File: src/rtl/epg_pkg.sv
package epg_pkg;
  localparam logic [1:0] MODE_POS_ONLY = 2'b01;
  localparam int unsigned CFG_THR_W = 12;
endpackage

File: src/rtl/epg_power_cond.sv
module epg_power_cond #(
  parameter int unsigned PWR_W = 24
) (
  input  logic                          clk,
  input  logic                          rst_n,
  input  logic                          valid_i,
  input  logic [PWR_W-1:0]              power_i,
  input  logic [epg_pkg::CFG_THR_W-1:0] nl_thr_i,
  input  logic [epg_pkg::CFG_THR_W-1:0] rev_thr_i,
  input  logic [1:0]                    mode_i,
  output logic [PWR_W-1:0]              add_mag_o,
  output logic                          squelch_o,
  output logic                          rev_o
);
  localparam int unsigned ALIGN = PWR_W - epg_pkg::CFG_THR_W;

  logic             neg;
  logic [PWR_W-1:0] mag;
  logic [PWR_W-1:0] nl_scaled;
  logic [PWR_W-1:0] rev_scaled;
  logic             rev_d;
  logic             rev_q;

  always_comb begin
    neg        = power_i[PWR_W-1];
    mag        = neg ? (~power_i + 1'b1) : power_i;
    nl_scaled  = {nl_thr_i, {ALIGN{1'b0}}};
    rev_scaled = {rev_thr_i, {ALIGN{1'b0}}};
    squelch_o  = (mag < nl_scaled);
    if (squelch_o || (neg && mode_i == epg_pkg::MODE_POS_ONLY)) begin
      add_mag_o = '0;
    end else begin
      add_mag_o = mag;
    end
    rev_d = valid_i ? (neg && (mag > rev_scaled)) : rev_q;
  end

  always_ff @(posedge clk or negedge rst_n) begin
    if (!rst_n) rev_q <= 1'b0;
    else        rev_q <= rev_d;
  end

  assign rev_o = rev_q;

  AST_REV_HELD: assert property (@(posedge clk) disable iff (!rst_n)
    !valid_i |=> $stable(rev_o));
  AST_POS_MODE_BLOCKS_NEG: assert property (@(posedge clk) disable iff (!rst_n)
    (valid_i && mode_i == epg_pkg::MODE_POS_ONLY && power_i[PWR_W-1]) |-> (add_mag_o == '0));
endmodule

File: src/rtl/epg_creep_timer.sv
module epg_creep_timer #(
  parameter int unsigned TICK_SAMPLES = 4600
) (
  input  logic                          clk,
  input  logic                          rst_n,
  input  logic                          valid_i,
  input  logic                          squelch_i,
  input  logic [epg_pkg::CFG_THR_W-1:0] units_thr_i,
  output logic                          clr_o
);
  localparam int unsigned SUB_W = (TICK_SAMPLES > 1) ? $clog2(TICK_SAMPLES) : 1;
  localparam int unsigned UW    = epg_pkg::CFG_THR_W;

  logic [SUB_W-1:0] sub_q, sub_d;
  logic [UW-1:0]    units_q, units_d;

  always_comb begin
    sub_d   = sub_q;
    units_d = units_q;
    clr_o   = 1'b0;
    if (valid_i) begin
      if (!squelch_i || units_thr_i == '0) begin
        sub_d   = '0;
        units_d = '0;
      end else if (sub_q == SUB_W'(TICK_SAMPLES - 1)) begin
        sub_d = '0;
        if (units_q + 1'b1 == units_thr_i) begin
          units_d = '0;
          clr_o   = 1'b1;
        end else begin
          units_d = units_q + 1'b1;
        end
      end else begin
        sub_d = sub_q + 1'b1;
      end
    end
  end

  always_ff @(posedge clk or negedge rst_n) begin
    if (!rst_n) begin
      sub_q   <= '0;
      units_q <= '0;
    end else if (valid_i) begin
      sub_q   <= sub_d;
      units_q <= units_d;
    end
  end
endmodule

File: src/rtl/epg_energy_acc.sv
module epg_energy_acc #(
  parameter int unsigned PWR_W        = 24,
  parameter int unsigned DIV_W        = 12,
  parameter int unsigned QUANTUM_LOG2 = 35
) (
  input  logic             clk,
  input  logic             rst_n,
  input  logic             valid_i,
  input  logic [PWR_W-1:0] add_mag_i,
  input  logic [DIV_W-1:0] div_i,
  input  logic             clr_i,
  output logic             fire_o
);
  localparam int unsigned PROD_W = PWR_W + DIV_W;
  localparam int unsigned ACC_W  = ((QUANTUM_LOG2 > PROD_W) ? QUANTUM_LOG2 : PROD_W) + 1;
  localparam logic [ACC_W-1:0] QUANTUM = ACC_W'(1) << QUANTUM_LOG2;

  logic [PROD_W-1:0] add;
  logic [ACC_W-1:0]  sum;
  logic [ACC_W-1:0]  acc_q, acc_d;
  logic              fire_q, fire_d;

  always_comb begin
    add    = PROD_W'(add_mag_i) * PROD_W'(div_i);
    sum    = acc_q + ACC_W'(add);
    acc_d  = acc_q;
    fire_d = 1'b0;
    if (valid_i) begin
      if (clr_i) begin
        acc_d = '0;
      end else if (sum >= QUANTUM) begin
        acc_d  = sum - QUANTUM;
        fire_d = 1'b1;
      end else begin
        acc_d = sum;
      end
    end
  end

  always_ff @(posedge clk or negedge rst_n) begin
    if (!rst_n) begin
      acc_q  <= '0;
      fire_q <= 1'b0;
    end else begin
      fire_q <= fire_d;
      if (valid_i) acc_q <= acc_d;
    end
  end

  assign fire_o = fire_q;

  AST_FIRE_NEEDS_SAMPLE: assert property (@(posedge clk) disable iff (!rst_n)
    fire_o |-> $past(valid_i));
  AST_CREEP_CLEARS_ACC: assert property (@(posedge clk) disable iff (!rst_n)
    (valid_i && clr_i) |=> (acc_q == '0 && !fire_o));
endmodule

File: src/rtl/epg_pulse_shaper.sv
module epg_pulse_shaper #(
  parameter int unsigned PW_W = 8
) (
  input  logic            clk,
  input  logic            rst_n,
  input  logic            fire_i,
  input  logic [PW_W-1:0] width_i,
  output logic            cf_o
);
  logic [PW_W-1:0] cnt_q, cnt_d;
  logic [PW_W-1:0] w_eff;
  logic            gap_q, gap_d;
  logic            pend_q, pend_d;
  logic            start;

  always_comb begin
    w_eff  = (width_i == '0) ? PW_W'(1) : width_i;
    start  = (fire_i || pend_q) && (cnt_q == '0) && !gap_q;
    cnt_d  = start ? w_eff : ((cnt_q != '0) ? cnt_q - 1'b1 : '0);
    gap_d  = (cnt_q == PW_W'(1));
    pend_d = start ? (pend_q && fire_i) : (pend_q || fire_i);
  end

  always_ff @(posedge clk or negedge rst_n) begin
    if (!rst_n) begin
      cnt_q  <= '0;
      gap_q  <= 1'b0;
      pend_q <= 1'b0;
    end else begin
      cnt_q  <= cnt_d;
      gap_q  <= gap_d;
      pend_q <= pend_d;
    end
  end

  assign cf_o = (cnt_q != '0);

  AST_LOW_GAP: assert property (@(posedge clk) disable iff (!rst_n)
    $fell(cf_o) |=> !cf_o);
endmodule

File: src/rtl/energy_pulse_gen.sv
module energy_pulse_gen #(
  parameter int unsigned PWR_W              = 24,
  parameter int unsigned DIV_W              = 12,
  parameter int unsigned QUANTUM_LOG2       = 35,
  parameter int unsigned CREEP_TICK_SAMPLES = 4600,
  parameter int unsigned PW_W               = 8
) (
  input  logic                          clk,
  input  logic                          rst_n,
  input  logic                          smp_valid_i,
  input  logic [PWR_W-1:0]              smp_power_i,
  input  logic [DIV_W-1:0]              cfg_div_i,
  input  logic [23:0]                   cfg_creep_i,
  input  logic [1:0]                    cfg_mode_i,
  input  logic [epg_pkg::CFG_THR_W-1:0] cfg_rev_thr_i,
  input  logic [PW_W-1:0]               cfg_pulse_clks_i,
  output logic                          cf_o,
  output logic                          rev_o
);
  logic [1:0]       rst_sync_q;
  logic             rst_n_s;
  logic [PWR_W-1:0] add_mag;
  logic             squelch;
  logic             creep_clr;
  logic             fire;

  always_ff @(posedge clk or negedge rst_n) begin
    if (!rst_n) rst_sync_q <= 2'b00;
    else        rst_sync_q <= {rst_sync_q[0], 1'b1};
  end
  assign rst_n_s = rst_sync_q[1];

  epg_power_cond #(.PWR_W(PWR_W)) u_cond (
    .clk(clk), .rst_n(rst_n_s), .valid_i(smp_valid_i), .power_i(smp_power_i),
    .nl_thr_i(cfg_creep_i[11:0]), .rev_thr_i(cfg_rev_thr_i), .mode_i(cfg_mode_i),
    .add_mag_o(add_mag), .squelch_o(squelch), .rev_o(rev_o)
  );

  epg_creep_timer #(.TICK_SAMPLES(CREEP_TICK_SAMPLES)) u_creep (
    .clk(clk), .rst_n(rst_n_s), .valid_i(smp_valid_i), .squelch_i(squelch),
    .units_thr_i(cfg_creep_i[23:12]), .clr_o(creep_clr)
  );

  epg_energy_acc #(.PWR_W(PWR_W), .DIV_W(DIV_W), .QUANTUM_LOG2(QUANTUM_LOG2)) u_acc (
    .clk(clk), .rst_n(rst_n_s), .valid_i(smp_valid_i), .add_mag_i(add_mag),
    .div_i(cfg_div_i), .clr_i(creep_clr), .fire_o(fire)
  );

  epg_pulse_shaper #(.PW_W(PW_W)) u_shaper (
    .clk(clk), .rst_n(rst_n_s), .fire_i(fire), .width_i(cfg_pulse_clks_i), .cf_o(cf_o)
  );

  AST_RESET_QUIET: assert property (@(posedge clk) !rst_n_s |-> (!cf_o && !rev_o));
endmodule

File: config.mk
export PLATFORM = sky130hd
export DESIGN_NAME = energy_pulse_gen
export DESIGN_NICKNAME = d
export VERILOG_FILES = /design/src/rtl/epg_pkg.sv /design/src/rtl/epg_power_cond.sv /design/src/rtl/epg_creep_timer.sv /design/src/rtl/epg_energy_acc.sv /design/src/rtl/epg_pulse_shaper.sv /design/src/rtl/energy_pulse_gen.sv
export SDC_FILE = /design/constraint.sdc
export NUM_CORES = 1
export LEC_CHECK = 0
export BUFFER_PORTS_ARGS = -buffer_cell sky130_fd_sc_hd__buf_2
export CORE_MARGIN = 2
export CORE_UTILIZATION = 40
export DETAILED_ROUTE_END_ITERATION = 16
export GPL_TIMING_DRIVEN = 0
export SLEW_MARGIN = 10
export SYNTH_ARGS = -nofsm -noshare
export SYNTH_HDL_FRONTEND = slang
export SYNTH_SLANG_ARGS = --single-unit
File: constraint.sdc
create_clock -name clk -period 5.9 [get_ports clk]
set_clock_uncertainty 0.2 [all_clocks]
set_input_delay 0 -clock clk [delete_from_list [all_inputs] [get_ports clk]]
set_output_delay 0 -clock clk [all_outputs]
set_load 0.005 [all_outputs]
==> run metrics <==
worst slack at placement=-6.269 ns; sequential element share of the synthesized area=about an eighth; Syn-to-layout area delta=32.52%; number of enable-type register cells in the synthesized netlist=0; slew margin rel.=27.44%; critical path capture point=u_acc.acc_q[35]; count of port buffers added during placement=between 80 and 90; ratio of routed vias to standard cells=5.450; global-route wire length before repair=84,190 µm; IO Pins=87; DRC violations left=0; maximum buffer depth of the clock tree=2; crit-path max FO=6; number of H-tree levels=3; share of flip-flops with an asynchronous set or reset after synthesis=100.0%; startpoint type of the worst setup path=input pin; Crit path arrival time=slightly above 10 ns; Tightest Hold Check Type=input pin to flop; number of antenna violations at the first check in global routing=0; share of final-layout standard cells stronger than drive strength 1=28.92%; Crit Path Class=input pin to flop; transition time at the pin with the least slew margin=1.088 ns; antenna diode count=0; Max Cap Violations=0; DRT antenna net count=0; Yosys reg bits=76; largest stage delay on the critical path=0.64 ns; Setup Total Neg Slack=-100.33 ns; setup violators final=36; summed instance area of the synthesized netlist=15,730 µm²; Reg-to-Reg Start=u_acc.acc_q[16]; Synth Flop Type=dfrtp_1; final design area excluding fillers=20,840 µm²; clock insertion delay at the later pin of the skew report=0.36 ns; Fillers=3,517; DIE HEIGHT=202.3 µm; total routing usage reported by global routing=26.37%; instance count of the mapped netlist=1,879; failing checks=setup timing; die area=40,920 µm²; Max rail drop VDD=0.5032 mV; overall power of the completed layout=12,020 µW; WP data required=5.96 ns; wire length after detailed routing=roughly 53,000 µm; critical path's slowest cell=fa_2; CTS tree=yes; fin util=53.81%; global route overflow=0; WL per Instance=20.01 µm; total iterations of the first detailed-routing run=5; Worst Setup SP=smp_power_i[0]; CTS clock-pin slew for the worst setup and hold paths=0.07 ns; commonest cells after routing, fill and taps aside=inv_1 (334), fa_1 (229), nand2_1 (228); width of the chip=202.3 µm; Worst Setup Slack, final=-4.317 ns; GPL Wtd Cong=just under 1; Post-Syn Area per Cell=8.371 µm²; critical register-to-register path endpoint=u_acc.acc_q[35]; post-synth cell types=83; final critical-path share of the clock period=173.2%; initial cell density of the core=40.60%; category of the worst setup path capture point=flop; setup repair after global routing missed its margin=true; length in cells of the worst reg-to-reg path=16; result of the run=finished, violations left; instance area after placement=17,520 µm²; most numerous cell on the critical path=or3_4; Final Hold Fails=0; via count of the first global-routing pass=14,750; synthesis warning total=0; CTS sink count=76; via total after detailed routing=14,520; CTS root buf=clkbuf_16; most common cell after layout, fill and taps aside=inv_1; setup slack on the worst flop-to-flop path=-0.10 ns; number of buffers created by CTS=9; Detail Placement HPWL=41,690 µm; final critical-path required period=10.22 ns; maximum number of pins on one net before global-route repair=41; Detailed Route Iter0 Violations=1,069; Net count, final=2,588; Net Count, Synth=about 2,300; Leak Pwr=0.009601 µW; fmax=97.88 MHz; Cell Rows=72; PD cells=576.7 nW/µm²; core region area=38,740 µm²; final-report max-slew violation count=0
worst max-delay path: cells and delay by family:
family | cells | cell delay [ns]
buffers and inverters | 5 | 0.67
adder cells (fa/ha/maj) | 7 | 3.21
XOR/XNOR | 1 | 0.16
multiplexers | 1 | 0.31
AND/OR/NAND/NOR | 11 | 3.59
AO/OA/AOI/OAI | 10 | 2.35
per-stage QoR:
step / instances / hold slack [ns]
3_5_place_dp: 2480 / -0.4120
5_1_grt: 2665 / 0.05143
3_3_place_gp: 2479 / -0.4144
6_report: 2665 / 0.01941
4_1_cts: 2611 / 0.01448
2_1_floorplan: 1879 / -0.4956
what timing repair did:
item / 4_1_cts / 5_1_grt
gates cloned: 4 / 1
pin swaps: 113 / 99
endpoints found under the setup margin: 38 / 36
hold buffers: 10 / 0
buffers inserted: 111 / 59
gates resized for setup: 242 / 138
endpoints found under the hold margin: 10 / 0
cell usage after synthesis (all sizes together), types with 5 or more instances:
| library cell | count | share of area, % |
|---|---|---|
| a211oi | 5 | 0.24 |
| a21o | 20 | 0.95 |
| a21oi | 54 | 1.7 |
| a221oi | 5 | 0.28 |
| and2 | 46 | 1.8 |
| and3 | 18 | 0.72 |
| and4 | 5 | 0.28 |
| buf | 21 | 0.74 |
| clkbuf | 56 | 1.4 |
| dfrtp | 76 | 12 |
| fa | 255 | 32 |
| ha | 106 | 8.4 |
| inv | 361 | 8.6 |
| mux2i | 8 | 0.51 |
| nand2 | 263 | 6.3 |
| nand2b | 13 | 0.52 |
| nand3 | 41 | 1.3 |
| nand4 | 29 | 1.2 |
| nor2 | 125 | 3.0 |
| nor2b | 10 | 0.40 |
| nor3 | 32 | 1.0 |
| nor3b | 9 | 0.43 |
| nor4 | 11 | 0.44 |
| o2111ai | 6 | 0.33 |
| o211ai | 9 | 0.43 |
| o21a | 12 | 0.57 |
| o21ai | 52 | 1.7 |
| o221ai | 5 | 0.28 |
| o22ai | 36 | 1.4 |
| o311ai | 7 | 0.39 |
| o31ai | 13 | 0.71 |
| o41ai | 7 | 0.53 |
| or2 | 14 | 0.56 |
| or3 | 15 | 0.63 |
| xnor2 | 40 | 2.2 |
| xor2 | 33 | 1.8 |
per-layer routing:
layer,vias to the layer above,share of wire (%),track usage [%]
met3,153,6.5,3.402
met5,-,0,0
li1,6577,-,-
met1,7226,43,36.22
met4,0,4.5,10.64
met2,568,46,42.25
flip-flops by register name, summed over array words and instances (netlist names):
name             count
u_shaper.pend_q      1
u_creep.sub_q       13
u_shaper.cnt_q       8
u_cond.rev_o         1
rst_sync_q           2
u_shaper.gap_q       1
u_creep.units_q     12
u_acc.acc_q         37
u_acc.fire_o         1
power by group:
group	internal, µW	total [µW]	switching, µW
Clock	322	574	252
Combinational	4960	10600	5660
Sequential	687	822	135
logic make-up after synthesis:
logic type / Yosys count / share of synthesized area, %
fa+ha+maj: 362 / 40.95
compound gates: 270 / 11.87
flops: 76 / 12.09
buf+inv: 440 / 10.76
mux: 11 / 0.7477
simple gates: 646 / 19.49
other cells: 1 / 0.02384
xor+xnor: 73 / 4.065
worst min-delay path by stage:
| stage | start | endpoint | cells past startpoint |
|---|---|---|---|
| 2_1_floorplan | rst_n | rst_sync_q[0] | 0 |
| 3_3_place_gp | rst_n | rst_sync_q[0] | 1 |
| 3_5_place_dp | rst_n | rst_sync_q[0] | 1 |
| 4_1_cts | cfg_rev_thr_i[11] | u_cond.rev_o | 5 |
| 5_1_grt | cfg_rev_thr_i[11] | u_cond.rev_o | 5 |
| 6_report | cfg_rev_thr_i[11] | u_cond.rev_o | 5 |
layout make-up:
cell class	count	area [µm²]	share of cell area [%]
clock inverter	4	30.03	0.1441
timing repair buffer	266	2041	9.791
sequential	76	1906	9.142
clock buffer	12	266.5	1.279
multi-input combinational	1363	14000	67.19
tap	518	648.1	3.109
inverter	363	1368	6.561
buffer	63	580.6	2.785
Note: power is estimated with default switching activity, not from simulation.
